<file path="src/rtl/chain_dma.sv">
module chain_dma #(
  parameter int AW    = 32,
  parameter int ALIGN = 5
) (
  input  logic          clk,
  input  logic          rst_n,
  input  logic          reg_wr,
  input  logic [2:0]    reg_addr,
  input  logic [31:0]   reg_wdata,
  output logic [31:0]   reg_rdata,
  output logic          mem_req,
  output logic          mem_we,
  output logic [AW-1:0] mem_addr,
  output logic [3:0]    mem_be,
  output logic [31:0]   mem_wdata,
  input  logic          mem_gnt,
  input  logic          mem_rvalid,
  input  logic [31:0]   mem_rdata,
  input  logic          ext_start,
  input  logic          ext_pause,
  output logic          irq
);
  typedef enum logic [3:0] {
    S_IDLE, S_WAIT, S_FREQ, S_FRSP, S_CHK, S_RREQ, S_RRSP, S_WREQ, S_PAUSE
  } st_t;

  st_t           st;
  logic [15:2]   mode_q;
  logic [AW-1:0] first_q, cur_q, src_q, dst_q, nxt_q;
  logic [31:0]   cnt_q, dat_q;
  logic [1:0]    idx_q;
  logic [16:0]   burst_q;
  logic          eos_q, perr_q, halt_q;

  logic src_hold, dst_hold, eos_ie, err_ie, xp_en;
  logic [1:0] code;
  assign src_hold = mode_q[2];
  assign dst_hold = mode_q[3];
  assign code     = mode_q[5:4];
  assign eos_ie   = mode_q[6];
  assign err_ie   = mode_q[7];
  assign xp_en    = mode_q[9];

  logic [3:0]  sz, be_base;
  logic [31:0] val_mask;
  logic [1:0]  rlane, wlane;
  logic [16:0] bwc_bytes, burst_nx;
  assign sz        = 4'd1 << code;
  assign be_base   = (code == 2'd0) ? 4'b0001 : (code == 2'd1) ? 4'b0011 : 4'b1111;
  assign val_mask  = (code == 2'd0) ? 32'h0000_00FF : (code == 2'd1) ? 32'h0000_FFFF : 32'hFFFF_FFFF;
  assign rlane     = 2'(3'd4 - {1'b0, src_q[1:0]} - sz[2:0]);
  assign wlane     = 2'(3'd4 - {1'b0, dst_q[1:0]} - sz[2:0]);
  assign bwc_bytes = 17'd1 << mode_q[15:12];
  assign burst_nx  = burst_q + 17'(sz);

  logic busy, launch, abort, bad_launch;
  assign busy       = (st != S_IDLE);
  assign abort      = reg_wr && (reg_addr == 3'd0) && reg_wdata[1];
  assign launch     = reg_wr && (reg_addr == 3'd0) && reg_wdata[0] && !busy;
  assign bad_launch = reg_wdata[9] && (cnt_q != 32'd0);

  assign irq       = (eos_q && eos_ie) || (perr_q && err_ie);
  assign mem_req   = (st == S_FREQ) || (st == S_RREQ) || (st == S_WREQ);
  assign mem_we    = (st == S_WREQ);
  assign mem_be    = (st == S_WREQ) ? (be_base << wlane) : 4'b1111;
  assign mem_wdata = (dat_q & val_mask) << {wlane, 3'b000};

  always_comb begin
    case (st)
      S_RREQ:  mem_addr = {src_q[AW-1:2], 2'b00};
      S_WREQ:  mem_addr = {dst_q[AW-1:2], 2'b00};
      default: mem_addr = cur_q + AW'({idx_q, 2'b00});
    endcase
  end

  always_comb begin
    case (reg_addr)
      3'd0:    reg_rdata = {16'd0, mode_q, 2'b00};
      3'd1:    reg_rdata = {26'd0, halt_q, busy, 2'b00, perr_q, eos_q};
      3'd2:    reg_rdata = 32'(first_q);
      3'd3:    reg_rdata = 32'(src_q);
      3'd4:    reg_rdata = 32'(dst_q);
      3'd5:    reg_rdata = cnt_q;
      default: reg_rdata = 32'd0;
    endcase
  end

  always_ff @(posedge clk or negedge rst_n) begin
    if (!rst_n) begin
      st <= S_IDLE;
      mode_q <= '0;
      first_q <= '0;
      cur_q <= '0;
      src_q <= '0;
      dst_q <= '0;
      nxt_q <= '0;
      cnt_q <= '0;
      dat_q <= '0;
      idx_q <= '0;
      burst_q <= '0;
      eos_q <= 1'b0;
      perr_q <= 1'b0;
      halt_q <= 1'b0;
    end else begin
      if (reg_wr) begin
        case (reg_addr)
          3'd0: mode_q <= reg_wdata[15:2];
          3'd1: begin
            eos_q  <= eos_q & ~reg_wdata[0];
            perr_q <= perr_q & ~reg_wdata[1];
          end
          3'd2: first_q <= reg_wdata[AW-1:0];
          3'd5: if (!busy) cnt_q <= reg_wdata;
          default: ;
        endcase
      end
      if (abort) begin
        st <= S_IDLE;
        halt_q <= 1'b1;
      end else begin
        case (st)
          S_IDLE: if (launch) begin
            if (bad_launch) begin
              perr_q <= 1'b1;
              halt_q <= 1'b1;
            end else begin
              halt_q <= 1'b0;
              cur_q <= first_q;
              idx_q <= '0;
              st <= reg_wdata[8] ? S_WAIT : S_FREQ;
            end
          end
          S_WAIT: if (ext_start) st <= S_FREQ;
          S_FREQ: if (mem_gnt) st <= S_FRSP;
          S_FRSP: if (mem_rvalid) begin
            case (idx_q)
              2'd0: src_q <= mem_rdata[AW-1:0];
              2'd1: dst_q <= mem_rdata[AW-1:0];
              2'd2: nxt_q <= mem_rdata[AW-1:0];
              default: cnt_q <= mem_rdata;
            endcase
            idx_q <= idx_q + 2'd1;
            st <= (idx_q == 2'd3) ? S_CHK : S_FREQ;
          end
          S_CHK: begin
            burst_q <= '0;
            if (cnt_q == 32'd0 || nxt_q[ALIGN-1:0] != '0 || code == 2'd3) begin
              perr_q <= 1'b1;
              halt_q <= 1'b1;
              st <= S_IDLE;
            end else begin
              st <= S_RREQ;
            end
          end
          S_RREQ: if (mem_gnt) st <= S_RRSP;
          S_RRSP: if (mem_rvalid) begin
            dat_q <= (mem_rdata >> {rlane, 3'b000}) & val_mask;
            st <= S_WREQ;
          end
          S_WREQ: if (mem_gnt) begin
            if (!src_hold) src_q <= src_q + AW'(sz);
            if (!dst_hold) dst_q <= dst_q + AW'(sz);
            if (cnt_q <= 32'(sz)) begin
              cnt_q <= '0;
              eos_q <= 1'b1;
              cur_q <= nxt_q;
              idx_q <= '0;
              st <= S_FREQ;
            end else begin
              cnt_q <= cnt_q - 32'(sz);
              if (burst_nx >= bwc_bytes) begin
                burst_q <= '0;
                st <= (xp_en && ext_pause) ? S_PAUSE : S_RREQ;
              end else begin
                burst_q <= burst_nx;
                st <= S_RREQ;
              end
            end
          end
          S_PAUSE: if (!ext_pause) st <= S_RREQ;
          default: st <= S_IDLE;
        endcase
      end
    end
  end
endmodule


</file>
<file path="config.mk">
export PLATFORM = sky130hd
export DESIGN_NAME = chain_dma
export DESIGN_NICKNAME = d
export VERILOG_FILES = /design/src/rtl/chain_dma.sv
export SDC_FILE = /design/constraint.sdc
export NUM_CORES = 1
export LEC_CHECK = 0
export BUFFER_PORTS_ARGS = -buffer_cell sky130_fd_sc_hd__buf_2
export CORE_MARGIN = 1
export CORE_UTILIZATION = 35
export CTS_CLUSTER_SIZE = 24
export DETAILED_ROUTE_END_ITERATION = 10
export HOLD_SLACK_MARGIN = 0.12
export PLACE_DENSITY = 0.65
export SLEW_MARGIN = 20
export SYNTH_ARGS = -nofsm -noshare
export SYNTH_HDL_FRONTEND = slang
export SYNTH_SLANG_ARGS = --single-unit
</file>
<file path="constraint.sdc">
create_clock -name clk -period 3.9 [get_ports clk]
set_clock_uncertainty 0.05 [all_clocks]
set_input_delay 0 -clock clk [delete_from_list [all_inputs] [get_ports clk]]
set_output_delay 0 -clock clk [all_outputs]
set_load 0.02 [all_outputs]
</file>
Word level (Yosys, flattened, before mapping)
Index checks and enable logic that the tools add are counted.

cells by class
  add/subtract/negate cells = 10
  order comparisons = 2
  eq/ne operators = 38
  shifts and indexed selects = 5
  mux-type cells = 76
  bitwise operators = 7
  reduce and logical (&&, ||, !) cells = 39

operators with widths
  cell                                                                    number
  32-bit two-way mux                                                      22
  32-bit one-hot mux with 2 select lines                                  5
  32-bit one-hot mux with 6 select lines                                  1
  32-bit by 4-bit adder with 32-bit output                                3
  32-bit AND                                                              2
  4-bit two-way mux                                                       16
  17-bit two-way mux                                                      3
  4-bit one-hot mux with 9 select lines                                   1
  17-bit one-hot mux with 2 select lines                                  1
  32-bit by 4-bit <= comparator with 1-bit output                         1
  32-bit zero test                                                        1
  32-bit nonzero test                                                     1
  32-bit by 5-bit << shifter with 32-bit output                           1
  32-bit by 5-bit right shift with 32-bit output                          1
  32-bit by 4-bit subtractor with 32-bit output                           1
  3-bit inequality test (second input constant)                           9
  6-bit AND reduction                                                     3
  17-bit by 4-bit adder with 17-bit output                                1
  17-bit >= comparator                                                    1
  1-bit by 4-bit << shifter with 17-bit output (first input constant)     1
  4-bit by 3-bit equality test with 1-bit output (second input constant)  4
  1-bit two-way mux                                                       16
  2-bit inequality test (second input constant)                           8
  2-bit two-way mux                                                       6
  other kinds (36)                                                        68

word-level totals
  register bits = 264
  input port bits = 74
  output and inout port bits = 103
  logic and storage cells = 191

Depth between registers and ports, before layout
Gate-level depths: netlist (run 1).

  word-level depth = 8
  mapped depth = 20
  mapped depth without buffers = 17

Worst setup path before layout (run 1)
Ideal clock, no wire load.

  kind = register to register
  start = register mode_q[4] in the netlist's numbering
  end = register burst_q[12]
  setup time = 0.137 ns
  arrival = 4.035 ns
  data required time = 3.713 ns
  path slack = -0.322 ns
  stages on the path, launching flop included = 19
  path buffers = 3
  period minus slack after synthesis = 4.222 ns
  cell sequence = dfrtp_1 clkbuf_1 nor2_1 ha_1 ha_1 o21a_1 o21ai_0 o21bai_1 and3_1 xor2_1 ha_1 nand3_1 or4_1 a311oi_1 nor3_1 buf_2 buf_1 a31oi_1 a31oi_1

on the way
  cells in the longest elaborated chain, start to end = 7
  elaborated cells on any way between the ends = 10
  classes of those cells = add/sub: 1; order compare: 2; eq/ne: 1; shift: 1; mux: 4; reduce/logical: 1

ends and longest elaborated chain
  element                                          RTL line  text
  from (decl)                                      28        logic [15:2] mode_q;
  from (signal assigned)                           107       3'd0: mode_q <= reg_wdata[15:2];
  1-bit by 2-bit << shifter with 4-bit output (*)  48        assign sz = 4'd1 << code;
  17-bit by 4-bit adder with 17-bit output         54        assign burst_nx = burst_q + 17'(sz);
  17-bit >= comparator                             171       if (burst_nx >= bwc_bytes) begin
  17-bit two-way mux                               171
  17-bit two-way mux                               163       if (cnt_q <= 32'(sz)) begin
  17-bit two-way mux                               160       S_WREQ: if (mem_gnt) begin
  17-bit one-hot mux with 2 select lines           121       case (st)
  to (signal assigned)                             175       burst_q <= burst_nx;
  to (decl)                                        32        logic [16:0] burst_q;

Every way passes the cells marked *; elsewhere a longest branch is shown, timed or not. The select of a mux whose other input is x is not followed.
A chain may end at the register's enable or synchronous reset.

Worst setup path in the final report (run 1)
  start = register mode_q[4] in the netlist's numbering
  end = register burst_q[6]

The elaborated chain is that of the path after synthesis.

==> results of run 1 <==
-- power groups by stage --
stage / logic, mW / registers, mW / clock network [mW]
after floorplan: 6.13 / 4.60 / 0
after global placement: 8.48 / 5.13 / 0
after detailed placement: 8.62 / 5.18 / 0
after CTS: 8.75 / 5.14 / 2.87
after global routing: 9.77 / 5.34 / 2.96
final: 9.01 / 5.21 / 2.83
-- repair_timing --
action                     in CTS  in global routing
setup buffers                   1                  1
pin swaps                       3                  8
setup endpoints to repair      21                 22
hold buffers                   79                  0
gates resized for setup         7                 39
hold endpoints to repair      459                  0
cloned                          0                  0
-- tightest hold or removal path, cell delays in order --
cell and delay [ns]:
dlygate4sd3_1 0.51, buf_2 0.12, mux2_2 0.14
-- cell usage in the layout, fill, tap and decap left out, drive strengths merged, types with 7 or more instances in the layout --
cell type	n
clkbuf	45
nor3b	7
o21ai	105
nand4	22
xnor2	38
a2bb2oi	8
o21a	8
nand2	224
clkinv	9
a21oi	148
ha	37
nor2	136
dfrtp	264
or3	12
a22oi	45
nor3	20
a211oi	11
a31oi	57
buf	276
o22ai	53
a32oi	8
nor2b	17
xor2	39
dlygate4sd3	78
o211ai	9
and4	13
a22o	24
mux2	99
nand3	64
and3	31
o221ai	35
nand3b	9
and2	24
inv	45
o22a	18
mux2i	96
nor4	13
-- synthesized netlist by cell type (44+ instances only) --
master / n / area (µm²)
clkbuf_1: 118 / 443
mux2i_1: 96 / 961
a31oi_1: 50 / 313
a22oi_1: 45 / 338
nand2_1: 224 / 841
inv_1: 44 / 165
a21oi_1: 148 / 741
nor2_1: 136 / 510
o22ai_1: 53 / 332
mux2_2: 99 / 1110
nand3_1: 63 / 315
o21ai_0: 104 / 521
dfrtp_1: 264 / 6610
-- cells by family after synthesis --
family	count (synthesis)
AND/OR/NAND/NOR	619
XOR/XNOR	77
flip-flops	264
AO/OA/AOI/OAI	592
buffers and inverters	198
adder cells (fa/ha/maj)	42
multiplexers	195
-- metrics by stage --
step	util	setup slack (ns)	instances	setup TNS, ns	area [µm²]
final	0.437	0.135	2908	0	21500
after global routing	0.437	-0.0296	2908	-0.165	21500
after CTS	0.433	0.0155	2907	0	21300
after detailed placement	0.397	-0.331	2770	-4.91	19500
after global placement	0.397	-0.294	2770	-4.37	19500
after floorplan	-	0.0371	1987	0	17600
-- metal layers --
metal | global-route usage | wire length (µm) | up-vias
met4 | 0.103 | 2740 | 0
met5 | 0 | 0 | -
met3 | 0.0457 | 6360 | 165
met1 | 0.357 | 28300 | 8577
li1 | - | - | 7846
met2 | 0.407 | 30400 | 967
-- sequential cells by signal, indices dropped and copies added, names as in the netlist --
register and flops:
perr_q 1, nxt_q 32, mode_q 14, cnt_q 32, src_q 32, first_q 32
st 4, halt_q 1, eos_q 1, dat_q 32, burst_q 17, idx_q 2
cur_q 32, dst_q 32
-- worst min path at each step --
| stage | depth (start not counted) | to | slack, ns | from |
|---|---|---|---|---|
| after global routing | 3 | first_q[21] | 0.16 | reg_wdata[21] |
| after floorplan | 0 | burst_q[0] | -0.35 | rst_n |
| after global placement | 1 | mode_q[9] | -0.01 | rst_n |
| final | 3 | first_q[21] | 0.15 | reg_wdata[21] |
| after detailed placement | 1 | nxt_q[3] | -0.005 | rst_n |
| after CTS | 3 | first_q[23] | 0.13 | reg_wdata[23] |
-- layout make-up --
cell class / instances / area share
Tap cell: 664 / 0.0386
Sequential cell: 264 / 0.307
Inverter: 44 / 0.00790
Timing Repair Buffer: 354 / 0.118
Clock buffer: 45 / 0.0413
Clock inverter: 12 / 0.00389
Multi-Input combinational cell: 1525 / 0.484
==> run_results.csv, run 1 <==
group,metric,value,unit
synthesis,synth-seq-area-share,0.376,
floorplan,row_count,81,
setup_path,critPathLaunchType,"flop",
synthesis,ys_types,76,
sta,maxSlewViolCount,0,
power,internal_power,9.05,mW
synthesis,synth-compound-area-share,0.223,
synthesis,synth-xor-area-share,0.0384,
layout,n_antenna_cell,0,
power,p_comb_frac,0.529,
floorplan,pin_count,177,
worst_hold_path,hp-class,"in2reg",
floorplan,dieArea,0.0511,mm²
power,leakage,9.07,nW
sta,hold_violations,0,
setup_path,worst_path_max_delay_cell,"or4_4",
setup_path,crit_path_end_kind,"flop",
floorplan,core,0.0493,mm²
setup_path,worst_ep_required_time,4.30,ns
layout,area_growth_syn_to_layout,22.7,%
power,power_density,792,mW/mm²
sta,setup-violations-final,0,
floorplan,initial_core_util,0.356,
setup_path,path_cells,"buf_4 > nor2_4 > ha_4 > ha_4 > o21a_1 > o21ai_2 > o21bai_2 > and3_4 > xor2_1 > ha_1 > nand3_1 > or4_4 > a311oi_4 > nor3_4 > buf_6 > a31oi_2 > a31oi_1",
floorplan,fp.dieW,226,µm
synthesis,syn_inst,1987,
setup_path,cp.depth,17,
layout,final_nets,2333,
setup_path,reg2reg_from,"mode_q[4]",
setup_path,arrival,4.17,ns
placement,io_buffers,176,
power,pwr-share-clk,0.166,
clocking,clock-sinks,264,
clocking,cts_tree,"yes",
route,via_per_inst,6.04,
route,totalWireLength,67800,µm
sta,timing.fmax,266,MHz
route,first_pass_iters,6,
power,ir_drop,399,µV
setup_path,crit_type,"reg2reg",
sta,worst_pin_slew,1.08,ns
synthesis,synth_top_family_by_area,"compound AO/OA/AOI/OAI gates",
clocking,numCtsBuffers,31,
setup_path,cpPeakStageDelay,0.56,ns
setup_path,cp-endpoint,"burst_q[6]",
synthesis,synthAdderAreaFrac,0.0304,
synthesis,async_flop_share,1.00,
outcome,status,"finished, final reports clean",
synthesis,synth-seq-cells,264,
clocking,ctsLongestPathBuffers,3,
global_routing,grt_pass1_wl,102000,µm
route,ant_nets,0,
synthesis,synth.avg_cell_area,8.83,µm²
synthesis,synth_edf_count,0,
power,p_total,17.0,mW
global_routing,grt.total_usage,0.261,
synthesis,yosys.area_share.simple,0.170,
layout,multi_input_area,0.0104,mm²
clocking,clk_pin_slew,0.06,ns
layout,seq_area,0.00661,mm²
sta,fin_crit,3.77,ns
synthesis,synth_ff_type,"dfrtp_1",
placement,gp_congestion,0.933,
power,p_seq_frac,0.306,
setup_path,r2r_setup_slack,0.13,ns
setup_path,startpoint,"mode_q[4]",
power,switching_power,7.99,mW
global_routing,grt_start_max_net_pins,89,
setup_path,worstPathMaxFanout,6,
sta,min_period_over_period,0.965,
sta,whs,0.147,ns
setup_path,cp_top_family,"simple AND/OR/NAND/NOR gates",
global_routing,grt_pass1_vias,16600,
layout,fill_cells,4849,
route,drt_iter0_markers,2025,
setup_path,cp_common_cell,"ha_4",
setup_path,path_buf_inv,2,
route,vias,17600,
setup_path,rr_endpoint,"burst_q[6]",
synthesis,syn-cell-area,0.0176,mm²
setup_path,r2r_cells,17,
synthesis,ys_warn_count,0,
placement,dp_hpwl,49200,µm
global_routing,antenna_found_initial,1,
layout,drive_above_1_share,0.218,
route,avgRoutedWirePerCell,23.3,µm
global_routing,grt-ovfl-total,0,
synthesis,syn_nets,2100,
clocking,htree_levels,1,
clocking,cts-root-buf,"clkbuf_16",
clocking,insertion_delay,0.61,ns
route,drcViolationCount,0,
sta,maxSlewHeadroom,0.278,
power,switching_share,0.469,
floorplan,die_h,226,µm
synthesis,synth.area.mux_share,0.118,
run,drv_cap,0,
(Power assumes the default switching activity.)
==> inputs of run 2 (changes only) <==
--- a/config.mk
+++ b/config.mk
@@ -8,6 +8,7 @@
 export BUFFER_PORTS_ARGS = -buffer_cell sky130_fd_sc_hd__buf_2
 export CORE_MARGIN = 1
 export CORE_UTILIZATION = 35
+export CTS_BUF_LIST = sky130_fd_sc_hd__clkbuf_4
 export CTS_CLUSTER_SIZE = 24
 export DETAILED_ROUTE_END_ITERATION = 10
 export HOLD_SLACK_MARGIN = 0.12
==> run_results.csv, run 2 (synthesis gave the netlist of run 1 again) <==
group,metric,value,unit
sta,fin_crit,3.80,ns
setup_path,critPathLaunchType,"flop",
clocking,numCtsBuffers,77,
setup_path,arrival,4.37,ns
outcome,status,"finished, final reports clean",
setup_path,crit_type,"reg2reg",
clocking,clk_pin_slew,0.06,ns
setup_path,worstPathMaxFanout,6,
clocking,insertion_delay,0.80,ns
route,drt_iter0_markers,2098,
layout,final_cells,3079,
clocking,cts-root-buf,"clkbuf_4",
global_routing,grt-ovfl-total,0,
sta,min_period_over_period,0.974,
floorplan,die_h,226,µm
route,vias,18300,
layout,fin_area,0.0225,mm²
global_routing,grt_pass1_wl,107000,µm
layout,mostFrequentLayoutCells,"263 x dfrtp_1, 221 x nand2_1, 173 x buf_2, 170 x dlygate4sd3_1, 145 x a21oi_1",
route,avgRoutedWirePerCell,23.0,µm
sta,worst_pin_slew,1.08,ns
setup_path,worst_ep_required_time,4.48,ns
floorplan,core,0.0493,mm²
layout,area_growth_syn_to_layout,28.0,%
floorplan,pin_count,177,
route,via_per_inst,5.93,
global_routing,antenna_found_initial,5,
sta,timing.fmax,263,MHz
sta,whs,0.180,ns
run,drv_cap,0,
route,ant_nets,0,
global_routing,grt_start_max_net_pins,89,
clocking,clock-sinks,264,
setup_path,rr_endpoint,"burst_q[11]",
power,power_density,759,mW/mm²
setup_path,reg2reg_from,"mode_q[4]",
route,first_pass_iters,6,
setup_path,startpoint,"mode_q[4]",
worst_hold_path,hp-class,"in2reg",
route,totalWireLength,70900,µm
layout,final_nets,2472,
floorplan,fp.dieW,226,µm
clocking,ctsLongestPathBuffers,3,
setup_path,cp-endpoint,"burst_q[11]",
sta,maxSlewHeadroom,0.275,
clocking,cts_tree,"yes",
placement,gp_congestion,0.933,
power,ir_drop,495,µV
floorplan,row_count,81,
placement,io_buffers,176,
placement,dp_hpwl,49200,µm
power,leakage,9.55,nW
clocking,htree_levels,3,
placement,dp.cells,2770,
global_routing,grt.total_usage,0.275,
setup_path,crit_path_end_kind,"flop",
sta,setup_tns,0,ns
setup_path,r2r_setup_slack,0.10,ns
layout,drive_above_1_share,0.234,
layout,final_common_cell,"dfrtp_1",
route,drcViolationCount,0,
sta,maxSlewViolCount,0,
floorplan,initial_core_util,0.356,
power,p_total,17.1,mW
floorplan,dieArea,0.0511,mm²
setup_path,r2r_cells,17,
placement,place_area,0.0195,mm²
sta,setup-violations-final,0,
sta,hold_violations,0,
global_routing,grt_pass1_vias,17500,
run 2: what timing repair did:
item	4_1_cts	5_1_grt
hold buffers	171	0
pin swaps	4	7
endpoints found under the setup margin	25	27
setup buffers	2	1
cloned	0	0
resized for setup	8	45
hold endpoints to repair	528	0
run 2: power by group:
part	internal [mW]	switching, mW
combinational	3.82	5.40
clock	1.33	1.31
sequential	3.78	1.42
total	8.93	8.13
run 2: routing by layer:
layer  global-route usage  vias up  share of wire
met1                0.363     8818           0.41
li1                     -     8163              -
met4                0.135        2          0.046
met5                    0        -        0.00016
met3               0.0696      201           0.11
met2                0.416     1082           0.44
run 2: worst min-delay path by stage:
stage | start | cells past startpoint | end | slack [ns]
2_1_floorplan | rst_n | 0 | burst_q[0] | -0.35
3_3_place_gp | rst_n | 1 | mode_q[9] | -0.01
3_5_place_dp | rst_n | 1 | nxt_q[3] | -0.005
4_1_cts | mem_rdata[15] | 4 | dst_q[15] | 0.12
5_1_grt | mem_rdata[19] | 4 | cnt_q[19] | 0.17
6_report | mem_rdata[3] | 3 | nxt_q[3] | 0.18
run 2: cell type report:
class / instances / area (µm²)
clock buffer: 107 / 803
antenna: 4 / 10.0
tap: 664 / 831
clock inverter: 24 / 133
inverter: 44 / 170
multi-input combinational: 1525 / 10400
sequential: 264 / 6610
fill: 4797 / 26800
timing repair buffer: 447 / 3460
run 2: stage by stage:
stage | util | setup WS (ns)
final | 0.456 | 0.101
after global placement | 0.397 | -0.294
after global routing | 0.456 | -0.0339
after floorplan | - | 0.0371
after detailed placement | 0.397 | -0.331
after CTS | 0.452 | 0.00733
run 2: critical path, stage by stage, from the launching register on:
cell	delay (ns)
dfrtp_1	0.40
buf_4	0.17
nor2_4	0.13
ha_4	0.16
ha_4	0.14
o21a_1	0.12
o21ai_2	0.07
o21bai_2	0.23
and3_4	0.22
xor2_1	0.07
ha_1	0.30
nand3_1	0.10
or4_4	0.56
a311oi_4	0.39
nor3_4	0.13
buf_6	0.17
a31oi_1	0.18
a31oi_1	0.06
==> inputs of run 3 (changes only) <==
--- a/config.mk
+++ b/config.mk
@@ -6,6 +6,7 @@
 export NUM_CORES = 1
 export LEC_CHECK = 0
 export BUFFER_PORTS_ARGS = -buffer_cell sky130_fd_sc_hd__buf_2
+export CORE_ASPECT_RATIO = 1.4
 export CORE_MARGIN = 1
 export CORE_UTILIZATION = 35
 export CTS_BUF_LIST = sky130_fd_sc_hd__clkbuf_4
==> run_results.csv, run 3 (synthesis gave the netlist of run 1 again) <==
group,metric,value,unit
global_routing,grt_pass1_vias,17600,
layout,final_cells,3000,
floorplan,dieArea,0.0511,mm²
route,drt_iter0_markers,1765,
placement,dp.cells,2731,
power,p_comb_frac,0.536,
setup_path,rr_endpoint,"st[3]",
sta,hold_violations,0,
power,switching_power,8.00,mW
clocking,insertion_delay,0.79,ns
clocking,clock-sinks,264,
clocking,htree_levels,3,
setup_path,crit_path_end_kind,"flop",
setup_path,r2r_cells,16,
route,via_per_inst,6.00,
global_routing,grt_pass1_wl,104000,µm
placement,gp_congestion,0.928,
setup_path,path_buf_inv,2,
sta,maxSlewViolCount,0,
power,ir_drop,367,µV
global_routing,antenna_found_initial,3,
setup_path,reg2reg_from,"mode_q[5]",
outcome,status,"finished, final reports clean",
worst_hold_path,hp-class,"in2reg",
route,drcViolationCount,0,
sta,fin_crit,3.89,ns
setup_path,worst_path_max_delay_cell,"or4_4",
sta,timing.fmax,257,MHz
sta,setup-violations-final,0,
sta,worst_pin_slew,1.15,ns
setup_path,arrival,4.52,ns
sta,min_period_over_period,0.998,
power,internal_power,8.76,mW
floorplan,fp.dieW,191,µm
layout,fill_cells,4848,
placement,place_area,0.0194,mm²
power,leakage,9.32,nW
sta,grt_setup_unrepaired,"true",
placement,dp_hpwl,48500,µm
global_routing,grt.total_usage,0.268,
clocking,cts-root-buf,"clkbuf_4",
power,power_density,763,mW/mm²
worst_hold_path,min-delay-start,"mem_rdata[29]",
global_routing,grt-ovfl-total,0,
floorplan,row_count,96,
setup_path,worst_ep_required_time,4.52,ns
layout,seq_area,0.00661,mm²
worst_hold_path,holdPathStages,3,
floorplan,core,0.0492,mm²
layout,drive_above_1_share,0.225,
setup_path,r2r_setup_slack,0.007,ns
setup_path,critPathLaunchType,"flop",
setup_path,cp_common_cell,"a21oi_2",
floorplan,initial_core_util,0.356,
sta,setup_tns,0,ns
setup_path,cp_top_family,"simple AND/OR/NAND/NOR gates",
setup_path,crit_type,"reg2reg",
layout,fin_area,0.0220,mm²
route,vias,18000,
sta,maxSlewHeadroom,0.235,
setup_path,path_cells,"buf_6 > nor2_4 > ha_4 > maj3_1 > a21oi_2 > o21bai_4 > nor2b_4 > xnor2_1 > ha_1 > nand3_2 > or4_4 > a311oi_4 > nor3_4 > buf_4 > nand4b_1 > a21oi_2",
layout,mostFrequentLayoutCells,"262 x dfrtp_1, 222 x nand2_1, 174 x buf_2, 146 x dlygate4sd3_1, 145 x a21oi_1",
floorplan,die_h,267,µm
layout,final_nets,2431,
clocking,ctsLongestPathBuffers,3,
run,drv_cap,0,
global_routing,grt_start_max_net_pins,104,
route,first_pass_iters,5,
layout,area_growth_syn_to_layout,25.2,%
floorplan,pin_count,177,
layout,final_common_cell,"dfrtp_1",
route,ant_nets,0,
power,switching_share,0.477,
route,totalWireLength,69000,µm
route,avgRoutedWirePerCell,23.0,µm
clocking,cts_tree,"yes",
worst_hold_path,hold_path_end,"dat_q[29]",
layout,multi_input_area,0.0104,mm²
power,p_seq_frac,0.312,
placement,io_buffers,176,
power,pwr-share-clk,0.151,
setup_path,worstPathMaxFanout,6,
clocking,numCtsBuffers,70,
clocking,clk_pin_slew,0.07,ns
setup_path,cpPeakStageDelay,0.56,ns
[run 3: what timing repair did]
| item | in CTS | in global routing |
|---|---|---|
| gates resized for setup | 18 | 27 |
| hold endpoints to repair | 509 | 0 |
| buffers inserted | 3 | 3 |
| pin swaps | 2 | 24 |
| cloned | 1 | 0 |
| hold buffers | 147 | 0 |
| setup endpoints to repair | 27 | 25 |
[run 3: layout make-up]
type | count | share of cell area
Clock buffer | 92 | 0.0314
Sequential cell | 264 | 0.301
Antenna cell | 4 | 0.000456
Inverter | 44 | 0.00775
Tap cell | 637 | 0.0363
Clock inverter | 21 | 0.00740
Timing Repair Buffer | 413 | 0.142
Multi-Input combinational cell | 1525 | 0.474
[run 3: worst max path at each step]
| stage | endpoint | startpoint | depth (start not counted) |
|---|---|---|---|
| after floorplan | burst_q[12] | mode_q[4] | 18 |
| after global placement | burst_q[0] | mode_q[4] | 15 |
| after detailed placement | burst_q[10] | mode_q[4] | 20 |
| after CTS | burst_q[3] | mode_q[5] | 18 |
| after global routing | st[3] | mode_q[5] | 18 |
| final | st[3] | mode_q[5] | 16 |
[run 3: power groups by stage]
stage | clock (mW) | combinational (mW) | sequential (mW)
6_report | 2.53 | 8.99 | 5.24
2_1_floorplan | 0 | 6.13 | 4.60
3_3_place_gp | 0 | 8.43 | 5.15
4_1_cts | 2.57 | 8.88 | 5.16
3_5_place_dp | 0 | 8.58 | 5.20
5_1_grt | 2.70 | 9.72 | 5.35
[run 3: worst min-delay path, cell delays in order]
cell and delay (ns):
dlygate4sd3_1 0.52, buf_2 0.21, a22o_1 0.15
[run 3: routing by layer]
metal / wire, µm / GRT usage / vias to the layer above
li1: - / - / 8066
met1: 26700 / 0.327 / 8748
met2: 32800 / 0.440 / 952
met3: 5250 / 0.0437 / 229
met4: 4240 / 0.166 / 0
met5: 0 / 0 / -
[run 3: per-stage QoR]
step	utilization	worst slack, ns	hold WS, ns	power (mW)
global route	0.446	-0.142	0.142	17.8
CTS	0.444	0.00880	0.122	16.6
detailed placement	0.394	-0.0992	0.0820	13.8
floorplan	-	0.0371	-0.346	10.7
finish	0.446	0.00702	0.136	16.8
global placement	0.394	-0.00842	0.0844	13.6
